==> config.mk <==
export PLATFORM = sky130hd
export DESIGN_NAME = bus_hold_responder
export DESIGN_NICKNAME = d
export VERILOG_FILES = /design/src/rtl/bus_hold_pkg.sv /design/src/rtl/bh_sync.sv /design/src/rtl/bh_hold_fsm.sv /design/src/rtl/bh_iaq_ctrl.sv /design/src/rtl/bh_xport.sv /design/src/rtl/bus_hold_responder.sv
export SDC_FILE = /design/constraint.sdc
export NUM_CORES = 1
export LEC_CHECK = 0
export BUFFER_PORTS_ARGS = -buffer_cell sky130_fd_sc_hd__buf_2
export CELL_PAD_IN_SITES_DETAIL_PLACEMENT = 0
export CELL_PAD_IN_SITES_GLOBAL_PLACEMENT = 1
export CORE_UTILIZATION = 39
export DETAILED_ROUTE_END_ITERATION = 8
export PLACE_DENSITY = 0.85
export SLEW_MARGIN = 30
export SYNTH_ARGS = -nofsm -noshare
export SYNTH_HDL_FRONTEND = slang
export SYNTH_SLANG_ARGS = --single-unit
==> constraint.sdc <==
create_clock -name clk -period 2.12 [get_ports clk]
set_input_delay 0.106 -clock clk [delete_from_list [all_inputs] [get_ports clk]]
set_output_delay 0.106 -clock clk [all_outputs]
set_load 0.02 [all_outputs]
==> src/rtl/bus_hold_pkg.sv <==
package bus_hold_pkg;
  typedef enum logic [2:0] {
    HS_IDLE,
    HS_WAIT,
    HS_FLOAT,
    HS_GRANT,
    HS_REL
  } hold_state_e;
endpackage

==> src/rtl/bh_sync.sv <==
module bh_sync #(
  parameter int             W       = 1,
  parameter int             STAGES  = 2,
  parameter logic [W-1:0]   RST_VAL = '1
) (
  input  logic         clk,
  input  logic         rst_n,
  input  logic [W-1:0] d,
  output logic [W-1:0] q
);
  logic [W-1:0] stg [STAGES];

  always_ff @(posedge clk or negedge rst_n) begin
    if (!rst_n) begin
      for (int i = 0; i < STAGES; i++) stg[i] <= RST_VAL;
    end else begin
      stg[0] <= d;
      for (int i = 1; i < STAGES; i++) stg[i] <= stg[i-1];
    end
  end

  assign q = stg[STAGES-1];
endmodule

==> src/rtl/bh_hold_fsm.sv <==
module bh_hold_fsm
  import bus_hold_pkg::*;
#(
  parameter int HOLD_LAT_H = 4
) (
  input  logic clk,
  input  logic rst_n,
  input  logic hold_req,
  input  logic ext_busy,
  input  logic iaq_n,
  output logic holda_n,
  output logic bus_float
);
  localparam int HOLD_CYC = HOLD_LAT_H / 2;
  localparam int FLOAT_AT = HOLD_CYC - 2;
  localparam int CW       = (FLOAT_AT > 0) ? $clog2(FLOAT_AT + 1) : 1;
  localparam logic [CW-1:0] FLOAT_CNT = CW'(FLOAT_AT);

  hold_state_e   st;
  logic [CW-1:0] cnt;

  always_ff @(posedge clk or negedge rst_n) begin
    if (!rst_n) begin
      st  <= HS_IDLE;
      cnt <= '0;
    end else begin
      case (st)
        HS_IDLE: if (hold_req) begin
          st  <= HS_WAIT;
          cnt <= '0;
        end
        HS_WAIT: begin
          if (!hold_req)                           st  <= HS_IDLE;
          else if (cnt == FLOAT_CNT && !ext_busy)  st  <= HS_FLOAT;
          else if (cnt != FLOAT_CNT)               cnt <= cnt + 1'b1;
        end
        HS_FLOAT: st <= HS_GRANT;
        HS_GRANT: if (!hold_req) st <= HS_REL;
        HS_REL:   if (iaq_n)     st <= HS_IDLE;
        default:  st <= HS_IDLE;
      endcase
    end
  end

  assign holda_n   = (st != HS_GRANT);
  assign bus_float = (st == HS_FLOAT) || (st == HS_GRANT) || (st == HS_REL);
endmodule

==> src/rtl/bh_iaq_ctrl.sv <==
module bh_iaq_ctrl #(
  parameter int IAQ_ON_H  = 4,
  parameter int IAQ_OFF_H = 2
) (
  input  logic clk,
  input  logic rst_n,
  input  logic xreq,
  output logic iaq_n
);
  localparam int ON_CYC  = IAQ_ON_H / 2;
  localparam int OFF_CYC = IAQ_OFF_H / 2;
  localparam int MAXC    = (ON_CYC > OFF_CYC) ? ON_CYC : OFF_CYC;
  localparam int CW      = (MAXC > 1) ? $clog2(MAXC) : 1;
  localparam logic [CW-1:0] ON_LAST  = CW'(ON_CYC - 1);
  localparam logic [CW-1:0] OFF_LAST = CW'(OFF_CYC - 1);

  logic [CW-1:0] cnt;

  always_ff @(posedge clk or negedge rst_n) begin
    if (!rst_n) begin
      iaq_n <= 1'b1;
      cnt   <= '0;
    end else if (iaq_n) begin
      if (!xreq)              cnt <= '0;
      else if (cnt == ON_LAST) begin
        iaq_n <= 1'b0;
        cnt   <= '0;
      end else                cnt <= cnt + 1'b1;
    end else begin
      if (xreq)               cnt <= '0;
      else if (cnt == OFF_LAST) begin
        iaq_n <= 1'b1;
        cnt   <= '0;
      end else                cnt <= cnt + 1'b1;
    end
  end
endmodule

==> src/rtl/bh_xport.sv <==
module bh_xport #(
  parameter int AW = 8,
  parameter int DW = 16
) (
  input  logic          clk,
  input  logic          rst_n,
  input  logic          iaq_n,
  input  logic          rd_s,
  input  logic          strobe_s,
  input  logic          xrw,
  input  logic          xstrb_n,
  input  logic [AW-1:0] xaddr,
  input  logic [DW-1:0] xdata_in,
  output logic [DW-1:0] xdata_out,
  output logic          xdata_oe,
  output logic [AW-1:0] mem_raddr,
  input  logic [DW-1:0] mem_rdata,
  output logic          mem_wr_valid,
  input  logic          mem_wr_ready,
  output logic [AW-1:0] mem_waddr,
  output logic [DW-1:0] mem_wdata
);
  logic [AW-1:0] cap_a;
  logic [DW-1:0] cap_d;
  logic          strobe_prev;
  logic          strobe_rise;
  logic          slot_free;

  assign strobe_rise = strobe_s && !strobe_prev;
  assign slot_free   = !mem_wr_valid || mem_wr_ready;

  always_ff @(posedge clk or negedge rst_n) begin
    if (!rst_n) begin
      cap_a        <= '0;
      cap_d        <= '0;
      strobe_prev  <= 1'b1;
      mem_raddr    <= '0;
      mem_wr_valid <= 1'b0;
      mem_waddr    <= '0;
      mem_wdata    <= '0;
    end else begin
      strobe_prev <= strobe_s;
      mem_raddr   <= xaddr;
      if (!xstrb_n) begin
        cap_a <= xaddr;
        cap_d <= xdata_in;
      end
      if (mem_wr_valid && mem_wr_ready) mem_wr_valid <= 1'b0;
      if (strobe_rise && !iaq_n && !rd_s && slot_free) begin
        mem_wr_valid <= 1'b1;
        mem_waddr    <= cap_a;
        mem_wdata    <= cap_d;
      end
    end
  end

  assign xdata_out = mem_rdata;
  assign xdata_oe  = !iaq_n && rd_s && xrw;
endmodule

==> src/rtl/bus_hold_responder.sv <==
module bus_hold_responder #(
  parameter int AW         = 8,
  parameter int DW         = 16,
  parameter int HOLD_LAT_H = 4,
  parameter int IAQ_ON_H   = 4,
  parameter int IAQ_OFF_H  = 2
) (
  input  logic          clk,
  input  logic          rst_n,
  input  logic          hold_n,
  output logic          holda_n,
  input  logic          ext_busy,
  output logic          bus_float,
  input  logic          xbr_n,
  output logic          iaq_n,
  input  logic          xstrb_n,
  input  logic          xrw,
  input  logic [AW-1:0] xaddr,
  input  logic [DW-1:0] xdata_in,
  output logic [DW-1:0] xdata_out,
  output logic          xdata_oe,
  output logic [AW-1:0] mem_raddr,
  input  logic [DW-1:0] mem_rdata,
  output logic          mem_wr_valid,
  input  logic          mem_wr_ready,
  output logic [AW-1:0] mem_waddr,
  output logic [DW-1:0] mem_wdata
);
  logic hold_n_s, xbr_n_s, strobe_s, rd_s;

  bh_sync #(.W(4), .STAGES(2), .RST_VAL(4'hF)) u_sync (
    .clk   (clk),
    .rst_n (rst_n),
    .d     ({hold_n, xbr_n, xstrb_n, xrw}),
    .q     ({hold_n_s, xbr_n_s, strobe_s, rd_s})
  );

  bh_iaq_ctrl #(.IAQ_ON_H(IAQ_ON_H), .IAQ_OFF_H(IAQ_OFF_H)) u_iaq (
    .clk   (clk),
    .rst_n (rst_n),
    .xreq  (!xbr_n_s),
    .iaq_n (iaq_n)
  );

  bh_hold_fsm #(.HOLD_LAT_H(HOLD_LAT_H)) u_hold (
    .clk       (clk),
    .rst_n     (rst_n),
    .hold_req  (!hold_n_s),
    .ext_busy  (ext_busy),
    .iaq_n     (iaq_n),
    .holda_n   (holda_n),
    .bus_float (bus_float)
  );

  bh_xport #(.AW(AW), .DW(DW)) u_xport (
    .clk          (clk),
    .rst_n        (rst_n),
    .iaq_n        (iaq_n),
    .rd_s         (rd_s),
    .strobe_s     (strobe_s),
    .xrw          (xrw),
    .xstrb_n      (xstrb_n),
    .xaddr        (xaddr),
    .xdata_in     (xdata_in),
    .xdata_out    (xdata_out),
    .xdata_oe     (xdata_oe),
    .mem_raddr    (mem_raddr),
    .mem_rdata    (mem_rdata),
    .mem_wr_valid (mem_wr_valid),
    .mem_wr_ready (mem_wr_ready),
    .mem_waddr    (mem_waddr),
    .mem_wdata    (mem_wdata)
  );
endmodule

==> flow_summary_export.csv, run 1 <==
group,metric,value,unit
timing,fmax,559,MHz
critical_path,critical_path_arrival,2.00,ns
power_and_ir_drop,leakage,1.71,nW
placement,dp_cells,286,
critical_path,required,2.33,ns
yosys,synth_edf_count,0,
worst_hold_path,hold_path.class,"primary input to flip-flop",
placement,gp_congestion,0.657,
grt,grt_start_max_net_pins,72,
grt,first_global_vias,1633,
power_and_ir_drop,pwr-share-comb,0.260,
grt,grt_usage,0.138,
yosys,yosysTopAreaCellShare,0.566,
yosys,synthCells,161,
status,status,"finished clean",
yosys,yosysMostFrequentCell,"dfrtp_1",
power_and_ir_drop,vdd.ir_drop.worst,0.553,mV
timing,rsz0062_at_grt,"no",
yosys,synth_cell_types,20,
timing,setup_tns,0,ns
critical_path,endpoint_kind,"flip-flop",
yosys,yosys_register_bits,71,
final_layout,fin_cells,330,
timing,setup_viol,0,
critical_path,path_cells,"nor4b_2 > o21ai_4 > buf_16 > mux2_4",
power_and_ir_drop,p_switching,1.21,mW
power_and_ir_drop,power_density,1200,nW/µm²
floorplan,die_y,85.1,µm
route,num_vias,1552,
grt,antenna_found_initial,0,
power_and_ir_drop,swShare,0.285,
route,wire_per_inst,13.7,µm
route,via_per_inst,4.70,
yosys,ys.flop_type,"dfrtp_1",
cts,cts_tree,"yes",
yosys,ys_seq_area_frac,0.664,
yosys,syn_nets,209,
floorplan,pin_count,101,
grt,grt_pass1_wl,7560,µm
timing,min_period,1.79,ns
cts,cts.sinks,71,
critical_path,max_stage_delay,0.52,ns
yosys,synth_area,2700,µm²
route,dr.pass1.iters,3,
final_layout,drive_gt1_frac,0.569,
final_layout,insertedDiodeCount,0,
final_layout,area_growth,31.5,%
timing,slew_headroom,0.590,
placement,port_buffers,68,
timing,worst_pin_slew,0.615,ns
floorplan,fp.dieW,85.1,µm
final_layout,multi_input_area,746,µm²
yosys,ys_top_cells_by_area,"dfrtp_1 57%, mux2_2 12%, mux2_4 11%, dfstp_2 9.7%, buf_4 4.5%",
cts,cts.path.max_buffers,2,
final_layout,fill_cells,541,
critical_path,crit_family,"flip-flops",
cts,insertion_delay,0.33,ns
yosys,synth_common_cells,"61 x dfrtp_1, 28 x mux2_2, 20 x mux2_4, 16 x buf_4, 10 x dfstp_2",
critical_path,cpMaxStageDelayCell,"dfstp_2",
power_and_ir_drop,p_seq_frac,0.439,
route,drt_wl_total,4510,µm
cts,clkTransAtPathRegs,0.07,ns
yosys,yosys_warnings,0,
final_layout,final_nets,296,
grt,gr-total-overflow,0,
placement,hpwlAfterDp,2890,µm
floorplan,die_area,7250,µm²
final_layout,seq_area,1790,µm²
cts,htree_levels,3,
critical_path,crit_path_max_fanout,13,
timing,skew,0.00806,ns
cts,cts-root-buf,"clkbuf_8",
critical_path,cp.buffers_inverters,1,
yosys,async_flop_share,1.00,
cts,cts_made_buffers,9,
run,cap_violations,0,
route,drt_iter0_drc,49,
timing,slew_viol_final,0,
yosys,syn_avg_cell_area,16.7,µm²
critical_path,critPathLaunchType,"flip-flop",
route,drc,0,
timing,holdWs,0.0255,ns
critical_path,path_class,"flip-flop to flip-flop",
timing,period_share,0.844,
route,detail-route-antenna-nets,0,
floorplan,num_rows,29,
power_and_ir_drop,p_int,3.04,mW
power_and_ir_drop,p_clk_frac,0.301,
floorplan,coreArea,6490,µm²
yosys,synth_top_cell_by_area,"dfrtp_1",
floorplan,initial_core_util,0.415,
timing,hold_viol_final,0,
[metal layers]
metal | GRT usage | part of all wire
met1 | 0.169 | 0.43
met3 | 0.0516 | 0.056
met4 | 0.0632 | 0.020
met2 | 0.219 | 0.49
met5 | 0 | 0
[timing repair]
action,4_1_cts,5_1_grt
gates resized for setup,0,0
buffers inserted,0,0
hold endpoints to repair,88,1
hold buffers,27,1
[layout make-up]
cell class | instances | share of cell area
Clock buffer | 11 | 0.0399
Clock inverter | 5 | 0.0297
Inverter | 3 | 0.00318
Multi-Input combinational cell | 66 | 0.210
Sequential cell | 71 | 0.505
Tap cell | 77 | 0.0272
Timing Repair Buffer | 97 | 0.185
[cells in the final DEF, fill, tap and decap left out, drive strengths merged]
cell / n
o21ai: 1
buf: 69
dfrtp: 61
a221oi: 2
maj3: 1
mux2: 48
nand2b: 2
nand2: 4
o21bai: 2
clkinvlp: 2
inv: 3
nand3b: 1
dlygate4sd3: 28
nor2: 2
clkbuf: 11
nor4b: 1
dfstp: 10
bufinv: 3
o22ai: 1
nor3b: 1
[kinds of logic (layout without fill, tap and decap cells)]
family / after synthesis / after routing / synth area share
AOI/OAI and AO/OA: 6 / 6 / 0.0176
adders and majority gates: 1 / 1 / 0.00371
DFF: 71 / 71 / 0.664
buffers and inverters: 24 / 116 / 0.0622
muxes: 48 / 48 / 0.228
and+or+nand+nor: 11 / 11 / 0.0241
[final timing paths]
kind                                                          to                    start  slack (ns)  depth (start not counted)
worst max-delay path            u_xport.mem_wdata[7]$_DFFE_PN0P_    u_sync.q[1]$_DFF_PN1_        0.33                          4
worst min-delay path                u_xport.cap_d[4]$_DFFE_PN0N_              xdata_in[4]        0.03                          2
worst max register to register  u_xport.mem_wdata[7]$_DFFE_PN0P_    u_sync.q[1]$_DFF_PN1_        0.33                          4
worst min register to register             u_sync.q[2]$_DFF_PN1_  u_sync.stg[6]$_DFF_PN1_        0.36                          0
max in group asynchronous           u_xport.cap_a[6]$_DFFE_PN0N_                    rst_n        1.35                          2
min in group asynchronous               u_hold.st[2]$_DFFE_PN0P_                    rst_n        0.34                          2
[through the flow]
stage               utilization  total power, mW  worst slack (ns)  cell area (µm²)
global route              0.546             4.48             0.255             3540
CTS                       0.543             4.31             0.326             3530
finish                    0.546             4.25             0.330             3540
global placement          0.460             2.93             0.336             2990
floorplan                     -             2.62             0.640             2700
detailed placement        0.464             2.97             0.342             3010
[state kept, by name (all words and copies together), names as in the netlist]
signal,flops
u_iaq.iaq_n,1
u_xport.mem_waddr,8
u_xport.cap_a,8
u_xport.strobe_prev,1
u_xport.mem_wr_valid,1
u_sync.q,4
u_xport.cap_d,16
u_xport.mem_raddr,8
u_iaq.cnt,1
u_sync.stg,4
u_hold.st,3
u_xport.mem_wdata,16
[power by group through the flow]
stage	logic, mW	clock network (mW)	registers [mW]
after global routing	1.18	1.39	1.91
after CTS	1.12	1.33	1.87
after floorplan	0.483	0	2.14
final	1.11	1.28	1.86
after detailed placement	1.08	0	1.88
after global placement	1.06	0	1.87
No activity file was read; power rests on OpenSTA's default activity.
==> run 2: changes to the inputs <==
Settings changed: CORE_UTILIZATION 39 to 35, PLACE_DENSITY 0.85 to 0.81.
Clock period 2.12 ns to 1.5 ns, I/O delays scaled along.
==> run 2 against run 1 <==
Compared with the run above: the flow now finishes with violations (setup timing); largest power group unchanged; register-to-register slack worse by 0.36 ns; total power is 40% higher; global-route usage is 1.4 points lower; count of clock-buffer cells in the layout stayed put; worst setup slack worse by 0.36 ns; via count is 0.39% higher; highest routed layer unchanged; sequential cell count stayed put; sequential share of layout area is 1.3 points lower; clock power is 34% higher.
==> flow_summary_export.csv, run 2 (synthesis results as in run 1) <==
group,metric,value,unit
route,dr.pass1.iters,3,
critical_path,crit_family,"flip-flops",
route,dr.max_layer_used,"met4",
grt,gr-total-overflow,0,
route,drt_iter0_drc,32,
cts,cts.path.max_buffers,2,
timing,setup_viol,16,
cts,cts.sinks,71,
final_layout,multi_input_area,754,µm²
floorplan,die_area,8060,µm²
grt,antenna_found_initial,0,
timing,period_share,1.02,
cts,clkTransAtPathRegs,0.07,ns
floorplan,die_y,89.8,µm
route,via_per_inst,4.35,
run,cap_violations,0,
grt,first_global_vias,1604,
final_layout,largestRegisters,"u_xport.cap_d (16), u_xport.mem_wdata (16)",
final_layout,fin_area,3640,µm²
cts,cts-root-buf,"clkbuf_8",
final_layout,insertedDiodeCount,0,
status,status,"finished, violations left",
route,wl_met3,240,µm
timing,min_period,1.53,ns
power_and_ir_drop,pwr-share-comb,0.268,
power_and_ir_drop,p_int,4.19,mW
power_and_ir_drop,total_power,5.93,mW
final_layout,fill_cells,635,
final_layout,layout_common_cells,"67 x buf_2, 61 x dfrtp_1, 29 x dlygate4sd3_1",
timing,slew_viol_final,0,
power_and_ir_drop,p_switching,1.74,mW
placement,dp_slack,-0.104,ns
timing,setup_tns,-0.315,ns
critical_path,critical_path_arrival,1.74,ns
cts,cts_tree,"yes",
timing,rsz0062_at_grt,"yes",
critical_path,required,1.72,ns
final_layout,drive_gt1_frac,0.579,
final_layout,area_growth,35.0,%
route,wire_per_inst,12.5,µm
final_layout,final_common_cell,"buf_2",
route,drc,0,
cts,cts_made_buffers,9,
power_and_ir_drop,power_density,1630,nW/µm²
route,m1WireLength,2050,µm
power_and_ir_drop,vdd.ir_drop.worst,0.817,mV
route,drt_wl_total,4470,µm
critical_path,cpMaxStageDelayCell,"dfstp_2",
floorplan,initial_core_util,0.368,
critical_path,cp.buffers_inverters,1,
timing,worst_pin_slew,0.388,ns
timing,slew_headroom,0.742,
grt,grt_start_max_net_pins,43,
worst_hold_path,hold_path.class,"primary input to flip-flop",
grt,grt_usage,0.124,
critical_path,endpoint_kind,"flip-flop",
placement,gp_congestion,0.686,
critical_path,max_stage_delay,0.53,ns
power_and_ir_drop,p_seq_frac,0.444,
route,num_vias,1558,
final_layout,seq_area,1790,µm²
placement,hpwlAfterDp,3010,µm
placement,placed_area,3100,µm²
floorplan,coreArea,7330,µm²
placement,port_buffers,68,
timing,fmax,654,MHz
grt,grt_pass1_wl,7690,µm
final_layout,final_nets,302,
route,met2_length,2070,µm
floorplan,pin_count,101,
critical_path,critPathLaunchType,"flip-flop",
route,detail-route-antenna-nets,0,
floorplan,fp.dieW,89.8,µm
critical_path,path_cells,"nor4b_4 > o21ai_4 > buf_12 > mux2_4",
cts,htree_levels,3,
status,violations,"setup timing",
critical_path,crit_path_max_fanout,15,
floorplan,num_rows,31,
power_and_ir_drop,p_clk_frac,0.288,
cts,insertion_delay,0.33,ns
critical_path,path_class,"flip-flop to flip-flop",
timing,skew,0.00580,ns
power_and_ir_drop,leakage,1.75,nW
timing,setup_ws,-0.0280,ns
timing,hold_viol_final,0,
power_and_ir_drop,swShare,0.294,
==> run 2: cell types whose count changed in the layout (fill, tap and decap cells not counted), sizes merged <==
| cell | delta |
|---|---|
| clkinv | +1 |
| dlygate4sd3 | +1 |
| bufinv | -1 |
| buf | +5 |
==> run 2: tightest hold or removal path: cells and delay by family <==
| family | cells | cell delay, ns |
|---|---|---|
| AND/OR/NAND/NOR | 1 | 0.09 |
| AO/OA/AOI/OAI | 1 | 0.07 |
| buffers and inverters | 1 | 0.09 |
==> run 2: worst paths after layout <==
check / from / endpoint / slack [ns] / cells past startpoint
worst max-delay path: u_sync.q[1]$_DFF_PN1_ / u_xport.mem_wdata[10]$_DFFE_PN0P_ / -0.03 / 4
worst min-delay path: ext_busy / u_hold.st[1]$_DFFE_PN0P_ / 0.04 / 3
worst max register to register: u_sync.q[1]$_DFF_PN1_ / u_xport.mem_wdata[10]$_DFFE_PN0P_ / -0.03 / 4
worst min register to register: u_sync.stg[5]$_DFF_PN1_ / u_sync.q[1]$_DFF_PN1_ / 0.36 / 0
max in group asynchronous: rst_n / u_iaq.iaq_n$_DFF_PN1_ / 0.69 / 3
min in group asynchronous: rst_n / u_xport.mem_waddr[1]$_DFFE_PN0P_ / 0.22 / 2
==> run 2: per-stage QoR <==
stage / instances / hold WS [ns] / util
2_1_floorplan: 161 / -0.221 / -
6_report: 358 / 0.0358 / 0.496
4_1_cts: 357 / 0.0158 / 0.495
3_3_place_gp: 312 / 0.0282 / 0.423
5_1_grt: 358 / 0.0238 / 0.496
3_5_place_dp: 312 / 0.0271 / 0.423
==> run 2: what timing repair did <==
item	in CTS	in global routing
resized for setup	1	0
endpoints found under the setup margin	24	24
buffers inserted	0	1
hold buffers	29	0
endpoints found under the hold margin	65	0
==> run 2: layout make-up <==
class	instances	share of cell area
Clock buffer	11	0.0416
Clock inverter	5	0.0220
Inverter	3	0.00309
Multi-Input combinational cell	66	0.207
Sequential cell	71	0.492
Tap cell	99	0.0340
Timing Repair Buffer	103	0.200
==> run 2: power by group through the flow <==
stage                     clock [mW]  sequential (mW)  combinational (mW)
after floorplan                    0             3.02               0.682
after detailed placement           0             2.66                1.56
after global routing            1.84             2.70                1.70
after global placement             0             2.66                1.52
after CTS                       1.76             2.64                1.61
final                           1.71             2.64                1.59
==> run 2: per-layer routing <==
metal  global-route usage  vias to the layer above
met5                    0                        -
met4               0.0765                        0
met3               0.0406                       17
met2                0.184                       46
met1                0.157                      773
li1                     -                      722
